$ cat config.mk
export PLATFORM = sky130hd
export DESIGN_NAME = prio_bank_regs
export DESIGN_NICKNAME = d
export VERILOG_FILES = /design/src/rtl/prio_pkg.sv /design/src/rtl/prio_word_dec.sv /design/src/rtl/prio_id_dec.sv /design/src/rtl/prio_store.sv /design/src/rtl/prio_bank_regs.sv
export SDC_FILE = /design/constraint.sdc
export NUM_CORES = 2
export LEC_CHECK = 0
export BUFFER_PORTS_ARGS = -buffer_cell sky130_fd_sc_hd__buf_2
export CORE_ASPECT_RATIO = 1.4
export CORE_MARGIN = 10
export CORE_UTILIZATION = 45
export CTS_CLUSTER_DIAMETER = 100
export DETAILED_ROUTE_END_ITERATION = 12
export GPL_ROUTABILITY_DRIVEN = 0
export PLACE_DENSITY_LB_ADDON = 0.1
export SYNTH_ARGS = -nofsm -noshare
export SYNTH_HDL_FRONTEND = slang
export SYNTH_SLANG_ARGS = --single-unit
$ cat constraint.sdc
create_clock -name clk -period 3.3 [get_ports clk]
set_clock_uncertainty 0.15 [all_clocks]
set_input_delay 0.33 -clock clk [delete_from_list [all_inputs] [get_ports clk]]
set_output_delay 0.33 -clock clk [all_outputs]
set_load 0.03 [all_outputs]
$ cat src/rtl/prio_pkg.sv
package prio_pkg;
  typedef logic [7:0] prio_t;

  // Mask that keeps the upper 'bits' bits of a priority byte.
  function automatic prio_t prio_keep_mask(input int bits);
    prio_t m;
    for (int i = 0; i < 8; i++) m[i] = (i >= 8 - bits);
    return m;
  endfunction
endpackage

$ cat src/rtl/prio_word_dec.sv
module prio_word_dec #(
  parameter int NWORDS  = 16,
  parameter int NUM_IRQ = 64,
  parameter int NUM_PE  = 4
) (
  input  logic [11:0] addr,
  input  logic [3:0]  cpu,
  output logic [7:0]  word,
  output logic        hit,
  output logic [3:0]  lane_ok
);
  logic in_window;
  logic bank_ok;

  always_comb begin
    word      = addr[9:2];
    in_window = (addr[11:10] == 2'b01) && (word != 8'hFF) && (int'(word) < NWORDS);
    bank_ok   = (word >= 8'd8) || (int'(cpu) < NUM_PE);
    hit       = in_window && bank_ok;
    for (int b = 0; b < 4; b++) begin
      lane_ok[b] = hit && (int'({word, 2'(b)}) < NUM_IRQ);
    end
  end
endmodule

$ cat src/rtl/prio_id_dec.sv
module prio_id_dec #(
  parameter int NWORDS  = 16,
  parameter int NUM_IRQ = 64,
  parameter int NUM_PE  = 4
) (
  input  logic [9:0] id,
  input  logic [3:0] cpu,
  output logic [7:0] word,
  output logic [1:0] lane,
  output logic       ok
);
  always_comb begin
    word = id[9:2];
    lane = id[1:0];
    ok   = (int'(id) < NUM_IRQ) && (int'(word) < NWORDS) &&
           ((word >= 8'd8) || (int'(cpu) < NUM_PE));
  end
endmodule

$ cat src/rtl/prio_store.sv
module prio_store
  import prio_pkg::*;
#(
  parameter int    NUM_PE = 4,
  parameter int    NWORDS = 16,
  parameter prio_t MASK   = 8'hF8,
  localparam int PE_W    = (NUM_PE > 1) ? $clog2(NUM_PE) : 1,
  localparam int NSHR    = (NWORDS > 8) ? NWORDS - 8 : 1,
  localparam int SH_W    = (NSHR > 1) ? $clog2(NSHR) : 1
) (
  input  logic            clk,
  input  logic            rst_n,
  input  logic            wr_en,
  input  logic [PE_W-1:0] wr_pe,
  input  logic [7:0]      wr_word,
  input  logic [3:0]      wr_be,
  input  logic [31:0]     wr_data,
  input  logic [PE_W-1:0] a_pe,
  input  logic [7:0]      a_word,
  output logic [31:0]     a_data,
  input  logic [PE_W-1:0] b_pe,
  input  logic [7:0]      b_word,
  output logic [31:0]     b_data
);
  logic [31:0] bank_q [NUM_PE][8];
  logic [31:0] shr_q  [NSHR];
  logic [31:0] wmask;

  assign wmask = {4{MASK}};

  always_ff @(posedge clk) begin
    if (!rst_n) begin
      for (int p = 0; p < NUM_PE; p++)
        for (int w = 0; w < 8; w++) bank_q[p][w] <= '0;
      for (int s = 0; s < NSHR; s++) shr_q[s] <= '0;
    end else if (wr_en) begin
      for (int b = 0; b < 4; b++) begin
        if (wr_be[b]) begin
          if (wr_word < 8'd8)
            bank_q[wr_pe][wr_word[2:0]][8*b +: 8] <= wr_data[8*b +: 8] & wmask[8*b +: 8];
          else
            shr_q[SH_W'(wr_word - 8'd8)][8*b +: 8] <= wr_data[8*b +: 8] & wmask[8*b +: 8];
        end
      end
    end
  end

  always_comb begin
    a_data = (a_word < 8'd8) ? bank_q[a_pe][a_word[2:0]] : shr_q[SH_W'(a_word - 8'd8)];
    b_data = (b_word < 8'd8) ? bank_q[b_pe][b_word[2:0]] : shr_q[SH_W'(b_word - 8'd8)];
  end
endmodule

$ cat src/rtl/prio_bank_regs.sv
module prio_bank_regs
  import prio_pkg::*;
#(
  parameter int LINES     = 1,
  parameter int NUM_IRQ   = 32 * (LINES + 1),
  parameter int PRIO_BITS = 5,
  parameter int NUM_PE    = 4
) (
  input  logic        clk,
  input  logic        rst_n,
  input  logic        req_valid,
  input  logic        req_write,
  input  logic [11:0] req_addr,
  input  logic [3:0]  req_strb,
  input  logic [31:0] req_wdata,
  input  logic [3:0]  req_cpu,
  output logic        rsp_valid,
  output logic [31:0] rsp_rdata,
  input  logic        q_valid,
  input  logic [9:0]  q_id,
  input  logic [3:0]  q_cpu,
  output logic        q_rvalid,
  output logic [7:0]  q_prio
);
  localparam int    NWORDS = 8 * (LINES + 1);
  localparam int    PE_W   = (NUM_PE > 1) ? $clog2(NUM_PE) : 1;
  localparam prio_t MASK   = prio_keep_mask(PRIO_BITS);

  logic [7:0]  bus_word;
  logic        bus_hit;
  logic [3:0]  bus_lane_ok;
  logic [7:0]  q_word;
  logic [1:0]  q_lane;
  logic        q_ok;
  logic [31:0] a_data;
  logic [31:0] b_data;
  logic [31:0] rd_word;
  logic        wr_en;

  prio_word_dec #(.NWORDS(NWORDS), .NUM_IRQ(NUM_IRQ), .NUM_PE(NUM_PE)) bus_dec_i (
    .addr(req_addr), .cpu(req_cpu), .word(bus_word), .hit(bus_hit), .lane_ok(bus_lane_ok)
  );

  prio_id_dec #(.NWORDS(NWORDS), .NUM_IRQ(NUM_IRQ), .NUM_PE(NUM_PE)) q_dec_i (
    .id(q_id), .cpu(q_cpu), .word(q_word), .lane(q_lane), .ok(q_ok)
  );

  assign wr_en = req_valid && req_write && bus_hit;

  prio_store #(.NUM_PE(NUM_PE), .NWORDS(NWORDS), .MASK(MASK)) store_i (
    .clk(clk), .rst_n(rst_n),
    .wr_en(wr_en), .wr_pe(PE_W'(req_cpu)), .wr_word(bus_word),
    .wr_be(req_strb & bus_lane_ok), .wr_data(req_wdata),
    .a_pe(PE_W'(req_cpu)), .a_word(bus_word), .a_data(a_data),
    .b_pe(PE_W'(q_cpu)), .b_word(q_word), .b_data(b_data)
  );

  // Dead lanes are forced to zero on the way out.
  always_comb begin
    for (int b = 0; b < 4; b++)
      rd_word[8*b +: 8] = bus_lane_ok[b] ? a_data[8*b +: 8] : 8'h00;
  end

  always_ff @(posedge clk) begin
    if (!rst_n) begin
      rsp_valid <= 1'b0;
      rsp_rdata <= '0;
      q_rvalid  <= 1'b0;
      q_prio    <= '0;
    end else begin
      rsp_valid <= req_valid;
      rsp_rdata <= (req_valid && !req_write) ? rd_word : 32'h0;
      q_rvalid  <= q_valid;
      if (q_valid) q_prio <= q_ok ? b_data[{q_lane, 3'b000} +: 8] : 8'h00;
    end
  end
endmodule

==> impl_summary.log <==
INFO  metric netlist-cell-type-count = 67
INFO  metric mostFrequentLayoutCell = edfxtp_1
INFO  metric number_of_violations_of_the_max_capacitance_limit = 0
INFO  metric place.port_buffers = 83
INFO  metric hold_class = in -> reg
INFO  metric grt.total_usage = 0.317
INFO  metric worstSetupEndpoint = store_i.bank_q[3][100]
INFO  metric timing.setup.tns = 0 ps
INFO  metric hold_bufs_inserted_after_cts = 18
INFO  metric number_of_instances_resized_during_post_cts_repair = 0
INFO  metric synth_edf_count = 800
INFO  metric die_w = 281 microns
INFO  metric max-vdd-ir-drop = 0.468 mV
INFO  metric fin_crit = 2690 ps
INFO  metric maximum_number_of_pins_on_one_net_before_global_route_repair = 92
INFO  metric detail_route.iter0.violations = 4850
INFO  metric final_core_util = 0.520
INFO  metric drc_errors = 0
INFO  metric total_power = 24.6 mW
INFO  metric synth_seq_area_share = 0.572
INFO  metric worst_setup_hold_path_clk_slew = 60 ps
INFO  metric worst-r2r-cell-count = 7
INFO  metric final.setup.worst_slack = 607 ps
INFO  metric post_cts_buffers = 0
INFO  metric num_vias = 32900
INFO  metric num-nets-final = 3641
INFO  metric grt_pass1_vias = 32800
INFO  metric clock_tree.buffer_depth = 3
INFO  metric overflow = 0
INFO  metric rsz0062_at_grt = false
INFO  metric maxSlewViolCount = 0
INFO  metric critical_path_arrival = 2920 ps
INFO  metric die_area = 108000 sq um
INFO  metric reg2reg_slack = 610 ps
INFO  metric crit_path_end_kind = flip-flop
INFO  metric first_pass_iteration_count_of_the_detailed_router = 8
INFO  metric row_count = 134
INFO  metric clk_root_buf = clkbuf_16
INFO  metric boundaryPins = 113
INFO  metric crit-reg2reg-capture = q_prio[4]
INFO  metric cts_tree = built
INFO  metric crit-reg2reg-launch = store_i.bank_q[3][11]
INFO  metric asyncSetResetFlopFracSynth = 0
INFO  metric postSynthRegisterBits = 827
INFO  metric synthesis.yosys.warnings = 0
INFO  metric worstPathMaxFanout = 32
INFO  metric postRouteAntennaNets = 0
INFO  metric die_h = 385 microns
INFO  metric critPathRequiredTime = 3530 ps
INFO  metric start_util = 0.451
INFO  metric grt_antenna_before_repair = 15
INFO  metric routed_wire_length_per_instance = 35.6 microns
INFO  metric pre_cts_slack = 144 ps
INFO  metric hold_violation_count_in_the_final_report = 0
INFO  metric cts_max_level = 3
INFO  metric worstSkewPairLatency = 700 ps
INFO  metric power_leakage = 16.5 nW
INFO  metric hpwlAfterDp = 123000 microns
INFO  metric power-per-cell-area = 498 nW/um^2
INFO  metric cts_buf_count = 83
INFO  metric routed_wl = 173000 microns
INFO  metric final_cell_mix = edfxtp_1, nor2_1, buf_4, mux4_2, nand2_1
INFO  metric clock_sinks = 827
INFO  metric mean_area_per_synthesized_cell = 12.9 sq um
INFO  metric final.period_utilization = 0.816
INFO  metric via_per_inst = 6.76
INFO  metric maxSlewHeadroom = 0.166
INFO  metric wire_length_of_the_first_global_routing_pass = 241000 microns
INFO  metric maxClockFrequency = 0.371 GHz
INFO  metric finalSetupViolCount = 0
INFO  metric final_layout_size_suffix_gt1_frac = 0.249
INFO  metric core_area = 95100 sq um
INFO  metric outcome = finished, final reports clean
INFO  metric area_delta_synth_final = 15.1%
INFO  metric syn_inst = 3323
INFO  metric synth-main-ff-cell = edfxtp_1
INFO  metric mapped_cell_area = 42900 sq um
INFO  metric crit_type = in -> reg
INFO  metric worst_setup_path_startpoint = req_cpu[0]
INFO  metric worstMarginPinSlew = 1250 ps
INFO  metric setup_crit_start_kind = primary input
how the worst min path moves through the flow:
stage | startpoint | end | slack (ps) | depth (start not counted)
5_1_grt | req_write | rsp_rdata[12] | 30 | 5
4_1_cts | req_wdata[30] | store_i.shr_q[1][18] | 9 | 2
3_5_place_dp | req_valid | rsp_valid | 410 | 2
2_1_floorplan | req_valid | rsp_valid | 300 | 1
6_report | req_wdata[30] | store_i.shr_q[1][18] | 40 | 2
3_3_place_gp | req_valid | rsp_valid | 410 | 2
power breakdown:
part | switching [mW] | internal (mW)
registers | 0.302 | 12.0
logic | 1.82 | 1.20
clock network | 4.13 | 5.18
total | 6.25 | 18.4
Yosys cell counts, types with 10 or more instances:
| cell | n | share of area |
|---|---|---|
| edfxtp_1 | 800 | 0.56 |
| nor2_1 | 717 | 0.063 |
| mux4_2 | 300 | 0.16 |
| nand2_1 | 222 | 0.019 |
| clkbuf_1 | 193 | 0.017 |
| o21ai_0 | 172 | 0.020 |
| and2_1 | 169 | 0.025 |
| mux2i_1 | 139 | 0.032 |
| a22oi_1 | 116 | 0.020 |
| buf_2 | 60 | 0.0070 |
| a21oi_1 | 41 | 0.0048 |
| nand4_1 | 36 | 0.0052 |
| o22ai_1 | 36 | 0.0052 |
| buf_1 | 34 | 0.0030 |
| dfxtp_1 | 27 | 0.013 |
| a22o_1 | 24 | 0.0049 |
| buf_4 | 24 | 0.0042 |
| mux2_2 | 24 | 0.0063 |
| a221oi_1 | 23 | 0.0047 |
| a211oi_1 | 16 | 0.0028 |
| nand3_1 | 15 | 0.0017 |
| o221ai_1 | 14 | 0.0029 |
| nor2b_1 | 12 | 0.0017 |
| a211o_1 | 10 | 0.0020 |
| nor3_1 | 10 | 0.0012 |
kinds of logic after synthesis:
| kind of cell | synth area share |
|---|---|
| flip-flops | 0.572 |
| AO/OA/AOI/OAI | 0.0749 |
| multiplexers | 0.196 |
| buffers and inverters | 0.0331 |
| AND/OR/NAND/NOR | 0.123 |
| other | 0.0000874 |
final cells by class:
cell class | count | area (sq um)
fill | 8179 | 45700
sequential | 827 | 24600
multi-input combinational | 2185 | 17000
timing repair buffer | 464 | 3650
clock buffer | 114 | 2270
tap | 1224 | 1530
clock inverter | 31 | 283
inverter | 9 | 33.8
antenna | 11 | 27.5
sequential cells by signal, indices dropped and copies added (netlist names):
signal	count
rsp_valid	1
rsp_rdata	20
q_prio	5
q_rvalid	1
store_i.bank_q	640
store_i.shr_q	160
through the flow:
step                cell area [sq um]  hold slack [ps]  std cells
floorplan                       43000              302       3337
global placement                46600              414       4691
detailed placement              46600              413       4691
CTS                             49400             9.39       4854
global route                    49400             32.3       4854
finish                          49400             37.9       4865
per-layer routing:
layer | up-vias | wire length (microns) | share of wire | global-route usage
li1 | 13100 | - | - | -
met1 | 16600 | 57800 | 0.33 | 0.375
met2 | 2591 | 80900 | 0.47 | 0.506
met3 | 609 | 21000 | 0.12 | 0.0823
met4 | 14 | 13300 | 0.077 | 0.215
met5 | - | 105 | 0.00061 | 0
critical path: stages:
cell	delay, ps
buf_8	400
buf_4	250
and2_1	150
buf_4	240
nand2_1	790
o21ai_0	480
buf_4	220
Note: power is estimated with default switching activity, not from simulation.
